==> config.mk <==
export PLATFORM = sky130hd
export DESIGN_NAME = can_txbuf_status
export DESIGN_NICKNAME = d
export VERILOG_FILES = /design/src/rtl/can_txs_pkg.sv /design/src/rtl/txs_slot.sv /design/src/rtl/txs_out.sv /design/src/rtl/can_txbuf_status.sv
export SDC_FILE = /design/constraint.sdc
export NUM_CORES = 1
export LEC_CHECK = 0
export CELL_PAD_IN_SITES_DETAIL_PLACEMENT = 1
export CELL_PAD_IN_SITES_GLOBAL_PLACEMENT = 1
export CORE_ASPECT_RATIO = 1.25
export CORE_MARGIN = 10
export CORE_UTILIZATION = 19
export CTS_CLUSTER_DIAMETER = 150
export DETAILED_ROUTE_END_ITERATION = 8
export PLACE_DENSITY_LB_ADDON = 0.1
export SYNTH_ARGS = -nofsm -noshare
export SYNTH_HDL_FRONTEND = slang
export SYNTH_SLANG_ARGS = --single-unit
export TNS_END_PERCENT = 5
==> constraint.sdc <==
create_clock -name clk_i -period 1 [get_ports clk_i]
set_input_delay 0.2 -clock clk_i [delete_from_list [all_inputs] [get_ports clk_i]]
set_output_delay 0.2 -clock clk_i [all_outputs]
set_load 0.1 [all_outputs]
==> src/rtl/can_txs_pkg.sv <==
`timescale 1ns/1ps
package can_txs_pkg;

    localparam int unsigned TXS_NBUF = 3;
    localparam int unsigned TXS_DW   = 8;

    typedef enum logic [1:0] {
        SEL_FLAG = 2'd0,
        SEL_IEN  = 2'd1,
        SEL_ABRQ = 2'd2,
        SEL_NONE = 2'd3
    } reg_sel_e;

    typedef struct packed {
        logic empty;
        logic ien;
        logic abrq;
        logic abak;
    } slot_st_t;

endpackage

==> src/rtl/txs_slot.sv <==
`timescale 1ns/1ps
module txs_slot
    import can_txs_pkg::*;
(
    input  logic     clk_i,
    input  logic     rst_ni,
    input  logic     hold_rst_i,
    input  logic     wr_ok_i,
    input  logic     listen_i,
    input  logic     wr_flag_i,
    input  logic     wr_ien_i,
    input  logic     wr_abrq_i,
    input  logic     din_i,
    input  logic     sent_i,
    input  logic     aborted_i,
    output slot_st_t st_o
);

    slot_st_t st_d, st_q;
    logic     abt_eff, set_ev, cpu_clr;

    always_comb begin
        st_d    = st_q;
        abt_eff = aborted_i && st_q.abrq;
        set_ev  = sent_i || abt_eff;
        cpu_clr = wr_flag_i && din_i && wr_ok_i && !listen_i && st_q.empty;

        if (wr_ien_i) begin
            st_d.ien = din_i;
        end

        if (set_ev) begin
            st_d.empty = 1'b1;
            st_d.abrq  = 1'b0;
            if (abt_eff) begin
                st_d.abak = 1'b1;
            end
        end else if (cpu_clr) begin
            st_d.empty = 1'b0;
            st_d.abak  = 1'b0;
        end

        if (!set_ev && wr_abrq_i && din_i && wr_ok_i && !st_q.empty) begin
            st_d.abrq = 1'b1;
        end

        if (hold_rst_i) begin
            st_d.empty = 1'b1;
            st_d.abrq  = 1'b0;
            st_d.abak  = 1'b0;
        end
    end

    always_ff @(posedge clk_i or negedge rst_ni) begin
        if (!rst_ni) begin
            st_q <= '{empty: 1'b1, ien: 1'b0, abrq: 1'b0, abak: 1'b0};
        end else begin
            st_q <= st_d;
        end
    end

    assign st_o = st_q;

    // a sent pulse always leaves the buffer free
    p_sent_frees_r3: assert property (@(posedge clk_i) disable iff (!rst_ni)
        sent_i |=> st_q.empty);

    // a cancel request only exists for a handed-over buffer
    p_abrq_sched_r4: assert property (@(posedge clk_i) disable iff (!rst_ni)
        st_q.abrq |-> !st_q.empty);

    // completed cancel frees the buffer and acknowledges
    p_abort_ack_r5: assert property (@(posedge clk_i) disable iff (!rst_ni)
        (aborted_i && st_q.abrq && !hold_rst_i) |=> (st_q.empty && st_q.abak));

    // freeing a buffer drops its cancel request
    p_set_drops_abrq_r6: assert property (@(posedge clk_i) disable iff (!rst_ni)
        $rose(st_q.empty) |-> !st_q.abrq);

    // handing a buffer over drops its acknowledge
    p_clr_drops_abak_r7: assert property (@(posedge clk_i) disable iff (!rst_ni)
        $fell(st_q.empty) |-> !st_q.abak);

    // no hand-over while listening
    p_listen_keeps_r8: assert property (@(posedge clk_i) disable iff (!rst_ni)
        (listen_i && st_q.empty) |=> st_q.empty);

    // full initialization forces the reset state
    p_init_hold_r9: assert property (@(posedge clk_i) disable iff (!rst_ni)
        hold_rst_i |=> (st_q.empty && !st_q.abrq && !st_q.abak));

endmodule

==> src/rtl/txs_out.sv <==
`timescale 1ns/1ps
module txs_out #(
    parameter int unsigned NBUF = 3
) (
    input  logic [NBUF-1:0] empty_i,
    input  logic [NBUF-1:0] ien_i,
    input  logic            listen_i,
    output logic            irq_o,
    output logic [NBUF-1:0] blk_o,
    output logic [NBUF-1:0] tx_req_o
);

    always_comb begin
        irq_o    = |(empty_i & ien_i);
        blk_o    = ~empty_i;
        tx_req_o = listen_i ? '0 : ~empty_i;
    end

endmodule

==> src/rtl/can_txbuf_status.sv <==
`timescale 1ns/1ps
module can_txbuf_status
    import can_txs_pkg::*;
#(
    parameter int unsigned NBUF = TXS_NBUF,
    parameter int unsigned DW   = TXS_DW
) (
    input  logic            clk_i,
    input  logic            rst_ni,
    input  logic            cpu_wr_i,
    input  logic [1:0]      cpu_sel_i,
    input  logic [DW-1:0]   cpu_wdata_i,
    input  logic            init_req_i,
    input  logic            init_ack_i,
    input  logic            listen_i,
    input  logic [NBUF-1:0] eng_sent_i,
    input  logic [NBUF-1:0] eng_abort_i,
    output logic [DW-1:0]   flag_rd_o,
    output logic [DW-1:0]   ien_rd_o,
    output logic [DW-1:0]   abrq_rd_o,
    output logic [DW-1:0]   abak_rd_o,
    output logic            irq_o,
    output logic [NBUF-1:0] blk_o,
    output logic [NBUF-1:0] tx_req_o
);

    localparam int unsigned PAD = DW - NBUF;

    reg_sel_e        sel;
    logic            wr_flag, wr_ien, wr_abrq, wr_ok, hold_rst;
    slot_st_t        st [NBUF];
    logic [NBUF-1:0] empty_v, ien_v, abrq_v, abak_v;

    always_comb begin
        sel      = reg_sel_e'(cpu_sel_i);
        wr_flag  = cpu_wr_i && (sel == SEL_FLAG);
        wr_ien   = cpu_wr_i && (sel == SEL_IEN);
        wr_abrq  = cpu_wr_i && (sel == SEL_ABRQ);
        wr_ok    = !init_req_i && !init_ack_i;
        hold_rst = init_req_i && init_ack_i;
    end

    for (genvar i = 0; i < NBUF; i++) begin : g_slot
        txs_slot u_slot (
            .clk_i      (clk_i),
            .rst_ni     (rst_ni),
            .hold_rst_i (hold_rst),
            .wr_ok_i    (wr_ok),
            .listen_i   (listen_i),
            .wr_flag_i  (wr_flag),
            .wr_ien_i   (wr_ien),
            .wr_abrq_i  (wr_abrq),
            .din_i      (cpu_wdata_i[i]),
            .sent_i     (eng_sent_i[i]),
            .aborted_i  (eng_abort_i[i]),
            .st_o       (st[i])
        );
        assign empty_v[i] = st[i].empty;
        assign ien_v[i]   = st[i].ien;
        assign abrq_v[i]  = st[i].abrq;
        assign abak_v[i]  = st[i].abak;
    end

    assign flag_rd_o = {{PAD{1'b0}}, empty_v};
    assign ien_rd_o  = {{PAD{1'b0}}, ien_v};
    assign abrq_rd_o = {{PAD{1'b0}}, abrq_v};
    assign abak_rd_o = {{PAD{1'b0}}, abak_v};

    txs_out #(.NBUF(NBUF)) u_out (
        .empty_i  (empty_v),
        .ien_i    (ien_v),
        .listen_i (listen_i),
        .irq_o    (irq_o),
        .blk_o    (blk_o),
        .tx_req_o (tx_req_o)
    );

    // unimplemented bits never read as 1
    p_pad_zero_r1: assert property (@(posedge clk_i) disable iff (!rst_ni)
        (flag_rd_o[DW-1:NBUF] == '0) && (abak_rd_o[DW-1:NBUF] == '0));

    // enable writes take effect in any mode
    p_ien_load_r10: assert property (@(posedge clk_i) disable iff (!rst_ni)
        wr_ien |=> (ien_rd_o[NBUF-1:0] == $past(cpu_wdata_i[NBUF-1:0])));

    // nothing is offered to the engine while listening
    p_listen_noreq_r12: assert property (@(posedge clk_i) disable iff (!rst_ni)
        listen_i |-> (tx_req_o == '0));

endmodule

==> flow_summary_export.csv, run 1 <==
group,metric,value,unit
finish,drive_above_1_share,0.443,
cts,clock_sinks,12,
worst_setup_path,arrival,1.33,ns
floorplanning,core.rowCount,25,
synthesis,async_flop_share,1.00,
place,hpwl,2470,um
floorplanning,num_io_pins,61,
place,place_inst,167,
synthesis,syn_inst,73,
cts,cts_tree,"yes",
finish,largest_register_ff_count,12,
route,drc,0,
floorplanning,die_width,75.6,um
synthesis,synth_area,733,um^2
finish,fin_util,0.403,
sta,rsz0062_at_grt,"yes",
route,ant_nets,0,
grt,grt_pass1_wl,4300,um
grt,antenna_found_initial,0,
worst_setup_path,cp.depth,3,
power,p_total,0.00201,W
worst_setup_path,path_class,"reg -> out",
worst_setup_path,path_cells,"a222oi_1 > inv_2 > buf_12",
place,portBuffers,35,
worst_setup_path,crit_path_end,"irq_o",
synthesis,synth_edf_count,0,
grt,grt_usage,0.0839,
worst_setup_path,cpMaxStageDelayCell,"dfstp_4",
grt,grt_max_degree,13,
synthesis,synth_commonest_cells,"20 x buf_4, 9 x dfrtp_1, 5 x a21o_1, 5 x a21oi_1",
cts,numCtsBuffers,3,
finish,antenna_cells,0,
power,p_per_area,1330,nW/um^2
worst_setup_path,reg2reg_from,"g_slot[1].u_slot.st_o[3]",
worst_setup_path,worstSetupStartpointType,"flop",
cts,clk_pin_slew,0.05,ns
synthesis,synth_top_family_by_area,"buffers and inverters",
synthesis,ys.flop_type,"dfrtp_1",
synthesis,ys_ff_latch,12,
route,wl,2730,um
route,routedWlPerCell,16.0,um
sta,layout_min_cycle_time,1.53,ns
synthesis,avgSynthCellArea,10.0,um^2
sta,setup_slack,-0.530,ns
place,dp_slack,-0.747,ns
worst_setup_path,startpoint,"g_slot[0].u_slot.st_o[3]",
worst_setup_path,crit_fanout,3,
route,drt_iter0_markers,24,
worst_setup_path,worstPathRequired,0.80,ns
synthesis,synth-seq-area-share,0.415,
synthesis,synth_top_area_cell,"dfrtp_1",
power,p_leak,0.694,nW
grt,grt_pass1_vias,862,
synthesis,synth_most_common_cell,"buf_4",
route,drtPass1Iterations,4,
floorplanning,die_area,6760,um^2
finish,fillers,420,
cts,cts.hold.buffers_added,0,
cts,cts.path.max_buffers,2,
worst_setup_path,r2r_cells,3,
synthesis,synth.area.mux_share,0.0461,
finish,final_nets,154,
cts,cts_setup_buffers,0,
sta,drv_slew,0,
finish,multiInputGateArea,345,um^2
synthesis,synth_cell_types,18,
worst_setup_path,rrSetupSlack,-0.27,ns
synthesis,synthAdderAreaFrac,0,
worst_setup_path,r2r-end,"g_slot[1].u_slot.st_o[0]",
cts,clock_latency,0.24,ns
place,gp_congestion,0.747,
status,violations,"setup timing",
synthesis,synth_simple_gate_area_share,0.130,
route,via_per_inst,4.28,
sta,setup_violations,28,
floorplanning,die_y,89.5,um
worst_setup_path,cp_num_buf_inv,2,
finish,area_growth,106,%
worst_setup_path,critical_path.top_delay_family,"flip-flops",
status,outcome,"finished with violations",
sta,skew,0.00337,ns
route,dr_total_vias,732,
run,drv_cap,0,
worst_setup_path,max_stage_delay,0.47,ns
finish,fin_cells,171,
floorplanning,start_util,0.195,
synthesis,synth_compound_area_frac,0.179,
sta,fmax,654,MHz
synthesis,synth_top_area_frac,0.307,
sta,fin_crit_sh,1.53,
grt,grt.overflow.total,0,
cts,ctsHtreeMaxLevel,1,
worst_setup_path,crit_path_end_kind,"output port",
cts,clockRootBuffer,"clkbuf_8",
min_path,min_path_type,"in -> async",
power,ir_worst_vdd,0.422,mV
synthesis,synth_xor_area_frac,0,
synthesis,yosys_warnings,0,
floorplanning,core,3750,um^2
synthesis,synth_area_leaders,"dfrtp_1 31%, buf_4 20%, dfstp_2 11%",
sta,setup-tns-final,-6.22,ns
finish,seq_area,315,um^2
sta,finalHoldViolations,0,
-- per-layer routing --
layer  vias to the layer above  GRT usage  wire length (um)
met4                         0     0.0406                56
met3                         4     0.0322               270
met5                         -          0                 0
met2                        39      0.143              1350
met1                       350     0.0872              1060
li1                        339          -                 -
-- stage by stage --
| stage | hold slack [ns] | area (um^2) |
|---|---|---|
| floorplan | -0.0956 | 835 |
| global placement | 0.544 | 1440 |
| detailed placement | 0.543 | 1440 |
| CTS | 0.291 | 1520 |
| global route | 0.295 | 1510 |
| finish | 0.288 | 1510 |
-- area by class of cell --
class / count / area share
sequential: 12 / 0.209
tap: 40 / 0.0331
timing repair buffer: 55 / 0.476
inverter: 4 / 0.0174
multi-input combinational: 56 / 0.228
clock buffer: 4 / 0.0364
-- power by group --
part / internal (W) / switching (W) / leakage [nW]
clock: 0.000348 / 0.000185 / 0.0288
combinational: 0.000266 / 0.000684 / 0.515
sequential: 0.000510 / 0.0000169 / 0.150
-- cell families after synthesis --
kind of cell / Yosys count
buffers and inverters: 24
AOI/OAI and AO/OA: 17
and+or+nand+nor: 16
DFF: 12
muxes: 3
other: 1
-- worst min-delay path by stage --
stage	from	end	slack, ns	cells after the start
after detailed placement	rst_ni	g_slot[0].u_slot.st_o[1]	0.54	2
after floorplan	rst_ni	g_slot[0].u_slot.st_o[0]	-0.1	0
after global routing	rst_ni	g_slot[2].u_slot.st_o[1]	0.29	2
final	rst_ni	g_slot[2].u_slot.st_o[1]	0.29	2
after global placement	rst_ni	g_slot[0].u_slot.st_o[1]	0.54	2
after CTS	rst_ni	g_slot[2].u_slot.st_o[1]	0.29	2
-- layout by cell type, fill, tap and decap left out, types with 4 or more instances in the layout --
cell,count
a21o_1,5
conb_1,20
dfrtp_1,9
a21oi_1,5
clkbuf_8,4
buf_6,8
nand2_1,4
clkdlybuf4s50_1,11
buf_12,20
nor2_2,4
buf_4,11
-- timing repair --
action,in CTS,in global routing
resized for setup,17,5
pin swaps,10,5
cloned,0,0
endpoints found under the setup margin,31,31
Note: power is estimated with default switching activity, not from simulation.
==> run 2, diff against run 1 <==
==> constraint.sdc (replaced) <==
create_clock -name clk_i -period 1 [get_ports clk_i]
set_input_delay 0.1 -clock clk_i [delete_from_list [all_inputs] [get_ports clk_i]]
set_output_delay 0.1 -clock clk_i [all_outputs]
set_load 0.1 [all_outputs]
==> run 2 against run 1 <==
Compared with the run above:
- the run still ends with setup timing left
- global-route usage rose by 0.64 points
- count of clock-buffer cells in the layout unchanged
- design area up 0.33%
- first-iteration DRC count is 4.2% lower
- sequential share of layout area decreased by 0.069 points
- register-to-register slack better by 0.09 ns
- maximum frequency rose by 4.3%
- sequential power is essentially flat
- clock power up 0.8%
- wire length is 5.9% higher
- via count is 0.82% higher
- critical path type unchanged
- largest power group unchanged
==> flow_summary_export.csv, run 2 (synthesis results as in run 1) <==
group,metric,value,unit
place,hpwl,2490,um
route,dr_total_vias,738,
sta,setup-tns-final,-4.39,ns
floorplanning,die_y,89.5,um
grt,grt_usage,0.0903,
route,via_per_inst,4.32,
floorplanning,die_area,6760,um^2
cts,clockRootBuffer,"clkbuf_8",
status,outcome,"finished with violations",
power,pwr-share-seq,0.263,
worst_setup_path,worstPathRequired,0.90,ns
power,p_total,0.00201,W
route,ant_nets,0,
finish,finalInstanceArea,1520,um^2
finish,fillers,411,
sta,finalHoldViolations,0,
power,p_clk_frac,0.267,
place,place_inst,167,
sta,rsz0062_at_grt,"yes",
sta,drv_slew,0,
power,p_leak,0.687,nW
finish,antenna_cells,0,
cts,numCtsBuffers,3,
power,p_sw,0.000890,W
worst_setup_path,path_cells,"a222oi_1 > inv_2 > buf_12",
finish,largest_register_ff_count,12,
grt,antenna_found_initial,0,
sta,layout_min_cycle_time,1.47,ns
finish,drive_above_1_share,0.443,
run,drv_cap,0,
floorplanning,num_io_pins,61,
power,ir_worst_vdd,0.411,mV
sta,setup_violations,28,
place,postPlaceCellArea,1430,um^2
floorplanning,core,3750,um^2
status,violations,"setup timing",
grt,grt_max_degree,13,
worst_setup_path,arrival,1.37,ns
floorplanning,core.rowCount,25,
cts,cts.path.max_buffers,2,
finish,area_growth,107,%
sta,fin_crit_sh,1.47,
grt,grt_pass1_vias,858,
finish,final_nets,154,
grt,grt.overflow.total,0,
worst_setup_path,max_stage_delay,0.49,ns
grt,grt_pass1_wl,4590,um
worst_setup_path,crit_path_end_kind,"output port",
cts,clock_sinks,12,
worst_setup_path,critical_path.top_delay_family,"flip-flops",
route,drt_iter0_markers,23,
sta,fmax,682,MHz
power,power.internal,0.00112,W
cts,clk_pin_slew,0.06,ns
worst_setup_path,rrSetupSlack,-0.18,ns
finish,fin_util,0.404,
place,portBuffers,35,
worst_setup_path,crit_fanout,4,
route,drtPass1Iterations,4,
place,gp_congestion,0.694,
cts,clock_latency,0.24,ns
floorplanning,die_width,75.6,um
cts,cts_tree,"yes",
worst_setup_path,cpMaxStageDelayCell,"dfstp_4",
worst_setup_path,worstSetupStartpointType,"flop",
route,routedWlPerCell,16.9,um
route,drc,0,
power,p_per_area,1330,nW/um^2
finish,fin_cells,171,
power,switching_share,0.443,
worst_setup_path,cp_num_buf_inv,2,
finish,final_common_cell,"conb_1",
min_path,min_path_type,"in -> async",
cts,ctsHtreeMaxLevel,1,
finish,mostFrequentLayoutCells,"20 x conb_1, 19 x buf_12, 12 x clkdlybuf4s50_1",
floorplanning,start_util,0.195,
sta,setup_slack,-0.467,ns
route,wl,2900,um
power,comb_power_share,0.470,
sta,skew,0.00466,ns
worst_setup_path,path_class,"reg -> out",
cts,cts_setup_buffers,0,
[run 2: what timing repair did]
action / 4_1_cts / 5_1_grt
hold buffers: 0 / 0
resized for setup: 17 / 5
pin swaps: 9 / 4
setup endpoints to repair: 28 / 28
[run 2: worst paths after layout]
check	startpoint	to	cells after the start
max in group asynchronous	rst_ni	g_slot[2].u_slot.st_o[3]	2
worst max-delay path	g_slot[0].u_slot.st_o[3]	irq_o	3
worst max register to register	g_slot[1].u_slot.st_o[3]	g_slot[1].u_slot.st_o[0]	2
min in group clk_i	init_ack_i	g_slot[0].u_slot.st_o[1]	4
worst min-delay path	rst_ni	g_slot[2].u_slot.st_o[1]	2
worst min register to register	g_slot[2].u_slot.st_o[1]	g_slot[2].u_slot.st_o[1]	2
[run 2: worst register-to-register path, delay by kind of cell (launching register included)]
family	cells	cell delay [ns]
compound gates	1	0.30
buf+inv	1	0.11
flops	1	0.65
[run 2: through the flow]
step / hold WS, ns / setup slack [ns]
global placement: 0.426 / -0.621
finish: 0.166 / -0.467
detailed placement: 0.431 / -0.670
CTS: 0.180 / -0.476
global route: 0.195 / -0.555
floorplan: -0.196 / -0.884
[run 2: layer usage]
layer | vias to the layer above | global-route usage | part of all wire
li1 | 339 | - | -
met1 | 357 | 0.100 | 0.40
met2 | 38 | 0.152 | 0.50
met3 | 4 | 0.0256 | 0.080
met4 | 0 | 0.0457 | 0.018
met5 | - | 0 | 0
[run 2: layout make-up]
cell class / count / area [um^2] / area share
timing repair buffer: 55 / 721 / 0.475
multi-input combinational: 56 / 349 / 0.230
sequential: 12 / 315 / 0.208
clock buffer: 4 / 55.1 / 0.0363
tap: 40 / 50.0 / 0.0330
inverter: 4 / 26.3 / 0.0173
[run 2: power groups by stage]
stage	Clock (W)	Sequential (W)	Combinational [W]
6_report	0.000537	0.000528	0.000945
5_1_grt	0.000573	0.000531	0.000980
4_1_cts	0.000544	0.000528	0.000949
3_5_place_dp	0	0.000532	0.000938
3_3_place_gp	0	0.000531	0.000935
2_1_floorplan	0	0.000709	0.000490
